<file path="src/rtl/sb_pkg.sv">
package sb_pkg;

    typedef enum logic [1:0] {
        UC_ADDSUB = 2'd0,
        UC_LOAD   = 2'd1,
        UC_MUL    = 2'd2,
        UC_DIV    = 2'd3
    } unit_cls_e;

    localparam int NUM_CLS = 4;

    typedef enum logic {
        U_FREE = 1'b0,
        U_BUSY = 1'b1
    } occ_state_e;

    function automatic int max_of4(input int a, input int b, input int c, input int d);
        int m;
        m = a;
        if (b > m) m = b;
        if (c > m) m = c;
        if (d > m) m = d;
        return m;
    endfunction

endpackage

</file>
<file path="src/rtl/sb_pending.sv">
module sb_pending #(
    parameter int NREG = 32,
    parameter int IW   = 5
) (
    input  logic            clk,
    input  logic            rst,
    input  logic            set_en,
    input  logic [IW-1:0]   set_idx,
    input  logic            clr_en,
    input  logic [IW-1:0]   clr_idx,
    output logic [NREG-1:0] pend
);

    logic [NREG-1:0] pend_nx;

    always_comb begin
        pend_nx = pend;
        for (int k = 0; k < NREG; k++) begin
            if (clr_en && clr_idx == IW'(k)) pend_nx[k] = 1'b0;
            if (set_en && set_idx == IW'(k)) pend_nx[k] = 1'b1;
        end
    end

    always_ff @(posedge clk) begin
        if (rst) pend <= '0;
        else     pend <= pend_nx;
    end

    // a register is only ever claimed while no write is owed to it
    a_r2_no_double_claim: assert property (@(posedge clk) disable iff (rst)
        set_en |-> !pend[set_idx]);

    // a write-back always releases a register that was marked
    a_r1_release_marked: assert property (@(posedge clk) disable iff (rst)
        clr_en |-> pend[clr_idx]);

endmodule

</file>
<file path="src/rtl/sb_wb_slots.sv">
module sb_wb_slots #(
    parameter int DEPTH = 4,
    parameter int RW    = 5,
    parameter int LW    = 3
) (
    input  logic          clk,
    input  logic          rst,
    input  logic [LW-1:0] q_lat,
    output logic          q_taken,
    input  logic          ins_en,
    input  logic [LW-1:0] ins_lat,
    input  logic [RW-1:0] ins_reg,
    output logic          wb_valid,
    output logic [RW-1:0] wb_reg
);

    logic [DEPTH-1:0] bk_v, bk_v_nx;
    logic [RW-1:0]    bk_r    [DEPTH];
    logic [RW-1:0]    bk_r_nx [DEPTH];

    // slot k of the state holds the write-back due k cycles from now
    always_comb begin
        q_taken = 1'b0;
        for (int k = 1; k < DEPTH; k++) begin
            if (q_lat == LW'(k)) q_taken = bk_v[k];
        end
    end

    always_comb begin
        bk_v_nx = '0;
        for (int k = 0; k < DEPTH; k++) bk_r_nx[k] = '0;
        for (int k = 0; k < DEPTH - 1; k++) begin
            bk_v_nx[k] = bk_v[k+1];
            bk_r_nx[k] = bk_r[k+1];
        end
        for (int k = 0; k < DEPTH; k++) begin
            if (ins_en && ins_lat == LW'(k + 1)) begin
                bk_v_nx[k] = 1'b1;
                bk_r_nx[k] = ins_reg;
            end
        end
    end

    always_ff @(posedge clk) begin
        if (rst) begin
            bk_v <= '0;
            for (int k = 0; k < DEPTH; k++) bk_r[k] <= '0;
        end else begin
            bk_v <= bk_v_nx;
            for (int k = 0; k < DEPTH; k++) bk_r[k] <= bk_r_nx[k];
        end
    end

    assign wb_valid = bk_v[0];
    assign wb_reg   = bk_r[0];

    // a booking is never placed on a slot that is already held
    a_r8_no_overbook: assert property (@(posedge clk) disable iff (rst)
        (ins_en && ins_lat > LW'(0)) |-> !q_taken || (q_lat != ins_lat));

    // a booking of latency 1 surfaces as a write-back on the next cycle
    a_r4_lat1_due: assert property (@(posedge clk) disable iff (rst)
        (ins_en && ins_lat == LW'(1)) |=> (wb_valid && wb_reg == $past(ins_reg)));

endmodule

</file>
<file path="src/rtl/sb_unit_occ.sv">
module sb_unit_occ #(
    parameter int II = 2
) (
    input  logic clk,
    input  logic rst,
    input  logic accept,
    output logic busy
);
    import sb_pkg::*;

    generate
        if (II <= 1) begin : g_full
            assign busy = 1'b0;
        end else begin : g_part
            localparam int CW = $clog2(II + 1);
            occ_state_e    st_q, st_d;
            logic [CW-1:0] cnt_q, cnt_d;

            always_ff @(posedge clk) begin
                if (rst) begin
                    st_q  <= U_FREE;
                    cnt_q <= '0;
                end else begin
                    st_q  <= st_d;
                    cnt_q <= cnt_d;
                end
            end

            always_comb begin
                st_d  = st_q;
                cnt_d = cnt_q;
                unique case (st_q)
                    U_FREE: begin
                        if (accept) begin
                            st_d  = U_BUSY;
                            cnt_d = CW'(II - 1);
                        end
                    end
                    U_BUSY: begin
                        if (cnt_q <= CW'(1)) begin
                            st_d  = U_FREE;
                            cnt_d = '0;
                        end else begin
                            cnt_d = cnt_q - CW'(1);
                        end
                    end
                    default: begin
                        st_d  = U_FREE;
                        cnt_d = '0;
                    end
                endcase
            end

            assign busy = (st_q == U_BUSY);

            // nothing is accepted inside the initiation interval
            a_r6_accept_only_free: assert property (@(posedge clk) disable iff (rst)
                accept |-> st_q == U_FREE);

            // two accepts never sit on adjacent cycles
            a_r5_no_back_to_back: assert property (@(posedge clk) disable iff (rst)
                accept |=> !accept);
        end
    endgenerate

endmodule

</file>
<file path="src/rtl/issue_scoreboard.sv">
module issue_scoreboard #(
    parameter int NREG    = 32,
    parameter int RIW     = 5,
    parameter int LAT_ADD = 1,
    parameter int LAT_LD  = 1,
    parameter int LAT_MUL = 3,
    parameter int LAT_DIV = 4,
    parameter int II_MUL  = 2
) (
    input  logic           clk,
    input  logic           rst,
    input  logic           iss_valid,
    input  logic [1:0]     iss_cls,
    input  logic           src_a_en,
    input  logic [RIW-1:0] src_a,
    input  logic           src_b_en,
    input  logic [RIW-1:0] src_b,
    input  logic           dst_en,
    input  logic [RIW-1:0] dst,
    output logic           iss_grant,
    output logic           wb_valid,
    output logic [RIW-1:0] wb_reg
);
    import sb_pkg::*;

    localparam int MAXLAT = max_of4(LAT_ADD, LAT_LD, LAT_MUL, LAT_DIV);
    localparam int LW     = $clog2(MAXLAT + 1);
    localparam int II_TAB [NUM_CLS] = '{1, 1, II_MUL, LAT_DIV};

    logic [NREG-1:0]    pend;
    logic [LW-1:0]      lat_sel;
    logic               slot_taken;
    logic [NUM_CLS-1:0] unit_busy;
    logic [NUM_CLS-1:0] unit_acc;
    logic               raw_hit, waw_hit, port_hit, unit_hit;

    always_comb begin
        unique case (unit_cls_e'(iss_cls))
            UC_ADDSUB: lat_sel = LW'(LAT_ADD);
            UC_LOAD:   lat_sel = LW'(LAT_LD);
            UC_MUL:    lat_sel = LW'(LAT_MUL);
            UC_DIV:    lat_sel = LW'(LAT_DIV);
            default:   lat_sel = LW'(LAT_ADD);
        endcase
    end

    always_comb begin
        raw_hit   = (src_a_en && pend[src_a]) || (src_b_en && pend[src_b]);
        waw_hit   = dst_en && pend[dst];
        port_hit  = dst_en && slot_taken;
        unit_hit  = unit_busy[iss_cls];
        iss_grant = iss_valid && !raw_hit && !waw_hit && !port_hit && !unit_hit;
    end

    sb_pending #(.NREG(NREG), .IW(RIW)) u_pend (
        .clk     (clk),
        .rst     (rst),
        .set_en  (iss_grant && dst_en),
        .set_idx (dst),
        .clr_en  (wb_valid),
        .clr_idx (wb_reg),
        .pend    (pend)
    );

    sb_wb_slots #(.DEPTH(MAXLAT), .RW(RIW), .LW(LW)) u_slots (
        .clk      (clk),
        .rst      (rst),
        .q_lat    (lat_sel),
        .q_taken  (slot_taken),
        .ins_en   (iss_grant && dst_en),
        .ins_lat  (lat_sel),
        .ins_reg  (dst),
        .wb_valid (wb_valid),
        .wb_reg   (wb_reg)
    );

    for (genvar u = 0; u < NUM_CLS; u++) begin : g_unit
        assign unit_acc[u] = iss_grant && (iss_cls == 2'(u));
        sb_unit_occ #(.II(II_TAB[u])) u_occ (
            .clk    (clk),
            .rst    (rst),
            .accept (unit_acc[u]),
            .busy   (unit_busy[u])
        );
    end

    // no grant without a waiting instruction
    a_r10_idle_no_grant: assert property (@(posedge clk) disable iff (rst)
        !iss_valid |-> !iss_grant);

    // reset leaves no write-back on the following cycle
    a_r11_reset_clears_wb: assert property (@(posedge clk)
        rst |=> !wb_valid);

    // a write-back register is still marked owed during its write-back cycle
    a_r1_wb_still_marked: assert property (@(posedge clk) disable iff (rst)
        wb_valid |-> pend[wb_reg]);

    // an instruction without destination never marks a register
    a_r9_no_dst_no_mark: assert property (@(posedge clk) disable iff (rst)
        (iss_grant && !dst_en && !wb_valid) |=> pend == $past(pend));

endmodule

</file>
<file path="config.mk">
export PLATFORM = sky130hd
export DESIGN_NAME = issue_scoreboard
export DESIGN_NICKNAME = d
export VERILOG_FILES = /design/src/rtl/sb_pkg.sv /design/src/rtl/sb_pending.sv /design/src/rtl/sb_wb_slots.sv /design/src/rtl/sb_unit_occ.sv /design/src/rtl/issue_scoreboard.sv
export SDC_FILE = /design/constraint.sdc
export NUM_CORES = 1
export LEC_CHECK = 0
export ABC_AREA = 1
export BUFFER_PORTS_ARGS = -buffer_cell sky130_fd_sc_hd__buf_2
export CORE_MARGIN = 4
export CORE_UTILIZATION = 55
export CTS_BUF_LIST = sky130_fd_sc_hd__clkbuf_16
export DETAILED_ROUTE_END_ITERATION = 7
export HOLD_SLACK_MARGIN = 0.1
export PLACE_DENSITY = 0.79
export SYNTH_ARGS = -nofsm -noshare
export SYNTH_HDL_FRONTEND = slang
export SYNTH_HIERARCHICAL = 1
export SYNTH_SLANG_ARGS = --single-unit
</file>
<file path="constraint.sdc">
create_clock -name clk -period 2.9 [get_ports clk]
set_input_delay 0.435 -clock clk [delete_from_list [all_inputs] [get_ports clk]]
set_output_delay 0.435 -clock clk [all_outputs]
set_load 0.01 [all_outputs]
</file>
==> impl_metrics.json <==
{
  "run_status": "finished clean",
  "areaGrowthSynthToFinish_pct": 8.926,
  "slew_violations": 0,
  "hold_viol_final": 0,
  "crit_required_ns": 3.15,
  "cts_tree": "done",
  "path_cells": "buf_2 -> inv_2 -> o21ai_0 -> nand3_1 -> nand3_1 -> nand2_1 -> nand2_1 -> nand3_1 -> nand2_1 -> nand2_2 -> nor2_2 -> inv_1 -> nor2_4 -> nand2_1 -> a21oi_1",
  "fin_hold_ws_ns": 0.4565,
  "grt_setup_unrepaired": "false",
  "numPortBuffers": 29,
  "switching_share_pct": 26.56,
  "syn_nets": 671,
  "critPathCaptureType": "flip-flop",
  "worstSetupStartpointType": "input pin",
  "wl_per_cell_um": 14.73,
  "cts.sinks": 63,
  "wirelength_um": 11230,
  "dp_cells": 746,
  "overflow": 0,
  "fin_skew_ns": 0.007445,
  "cts.clk_slew.worst_paths_ns": 0.05,
  "crit_fanout": 22,
  "cpPeakStageDelay_ns": 0.35,
  "cts_inserted_buffers": 9,
  "antenna_cells": 0,
  "drv_cap": 0,
  "synth_area_mm2": 0.003995,
  "cellLeakagePower_nw": 1.752,
  "clk_path_buf_depth": 2,
  "die_y_um": 93.23,
  "first_pass_iters": 7,
  "drt_iter0_markers": 455,
  "setup_tns_ns": 0,
  "drive_above_1_share_pct": 15.62,
  "grt_pass1_vias": 3886,
  "h-tree-depth": 3,
  "critPathBufInv": 3,
  "crit_slowest_cell": "nor2_4",
  "syn_avg_cell_area_um2": 6.184,
  "pwr-share-seq_pct": 40.3,
  "setup_viol": 0,
  "syn_inst": 646,
  "grt_pass1_wl_um": 18360,
  "crit_top_cell": "nand2_1",
  "num_rows": 30,
  "io_pins": 30,
  "initial_utilization_pct": 57.84,
  "internal-power_mw": 1.615,
  "hold_class": "reg2reg",
  "p_clk_share_pct": 48.3,
  "dieWidth_um": 93.23,
  "worstSkewPairLatency_ns": 0.33,
  "cts_root_buffer": "clkbuf_16",
  "period_share_pct": 86.65,
  "fin_cells": 762,
  "power_frac_comb_pct": 11.4,
  "ys_warn_count": 6,
  "fin_nets": 686,
  "crit_family": "simple AND/OR/NAND/NOR gates",
  "core_mm2": 0.006907,
  "drc_errors": 0,
  "vias": 4281,
  "ir_worst_vdd_v": 0.0003646,
  "switching_power_mw": 0.5839,
  "grt.total_usage_pct": 26.48,
  "fmax_ghz": 0.3979,
  "postCtsResizedCells": 0,
  "gp_routability_congestion": 0.9295,
  "cts_setup_buffers": 0,
  "cp.arrival_ns": 2.77,
  "power_per_cell_area_mw_per_mm2": 505.3,
  "place_hpwl_um": 8104,
  "hold_buffers": 0,
  "antenna_found_initial": 0,
  "dieArea_mm2": 0.008691,
  "ant_nets": 0,
  "criticalPathCategory": "in2reg",
  "finalCriticalPeriod_ns": 2.513,
  "viasPerCell": 5.618,
  "grt_max_degree": 41
}
## through the flow
stage / cell area [um2] / setup WS [ns] / power [mW] / util, %
global placement: 4054 / 0.2029 / 1.142 / 58.70
global route: 4352 / 0.1161 / 2.285 / 63.01
finish: 4352 / 0.3870 / 2.199 / 63.01
detailed placement: 4054 / 0.1540 / 1.149 / 58.70
CTS: 4352 / 0.4748 / 2.210 / 63.01
floorplan: 3995 / 0.7410 / 1.092 / -
## power by group through the flow
stage	Sequential (mW)	Clock [mW]	Combinational, mW
finish	0.885	1.06	0.251
global route	0.886	1.12	0.280
CTS	0.885	1.08	0.247
detailed placement	0.904	0	0.245
global placement	0.904	0	0.239
floorplan	0.899	0	0.193
## cell usage in the layout, fill, tap and decap left out, types with 2 or more instances in the layout
cell type,instances
nor2_4,7
clkbuf_16,9
nand3_1,107
clkinv_1,2
nor2_2,10
a21oi_2,11
conb_1,2
buf_4,3
ha_1,2
dfxtp_1,63
clkinv_4,2
o21ai_1,3
nand3b_1,2
nand2_2,11
nor2_1,96
inv_4,2
o211ai_1,3
inv_2,15
buf_2,29
nand2_1,187
nand4_1,3
a21oi_1,28
inv_1,42
o21ai_0,18
## routing by layer
metal,vias up,track usage (%),wire [um]
li1,2081,-,-
met1,1950,32.54,4577
met2,202,44.07,5342
met3,48,6.114,908
met4,0,11.48,397
met5,-,0,0
## worst min-delay path, delay by kind of cell, from the launching register on
kind	cells	cell delay [ns]
flops	1	0.30
simple gates	2	0.12
## worst paths after layout
kind | from | to | slack [ns] | cells past startpoint
max | dst[0] | u_pend/pend[0] | 0.39 | 15
min | u_slots/bk_r[0][11] | u_slots/bk_r[0][6] | 0.46 | 2
max reg2reg | u_pend/pend[26] | u_pend/pend[0] | 0.64 | 15
min reg2reg | u_slots/bk_r[0][11] | u_slots/bk_r[0][6] | 0.46 | 2
## flip-flops by register name (all words and copies together) (netlist names)
| register | flops |
|---|---|
| u_slots/bk_v | 4 |
| g_unit.u_occ/g_part.cnt_q | 5 |
| g_unit.u_occ/busy | 2 |
| u_slots/bk_r | 20 |
| u_pend/pend | 32 |
## layout make-up
class | count | area, um2
fillers | 685 | 2555
multi-input cells | 495 | 2275
flip-flops and latches | 63 | 1261
inverters | 60 | 230.2
clock buffers | 9 | 225.2
repair buffers | 32 | 167.7
well taps | 96 | 120.1
clock inverters | 7 | 72.57
(Power assumes the default switching activity.)
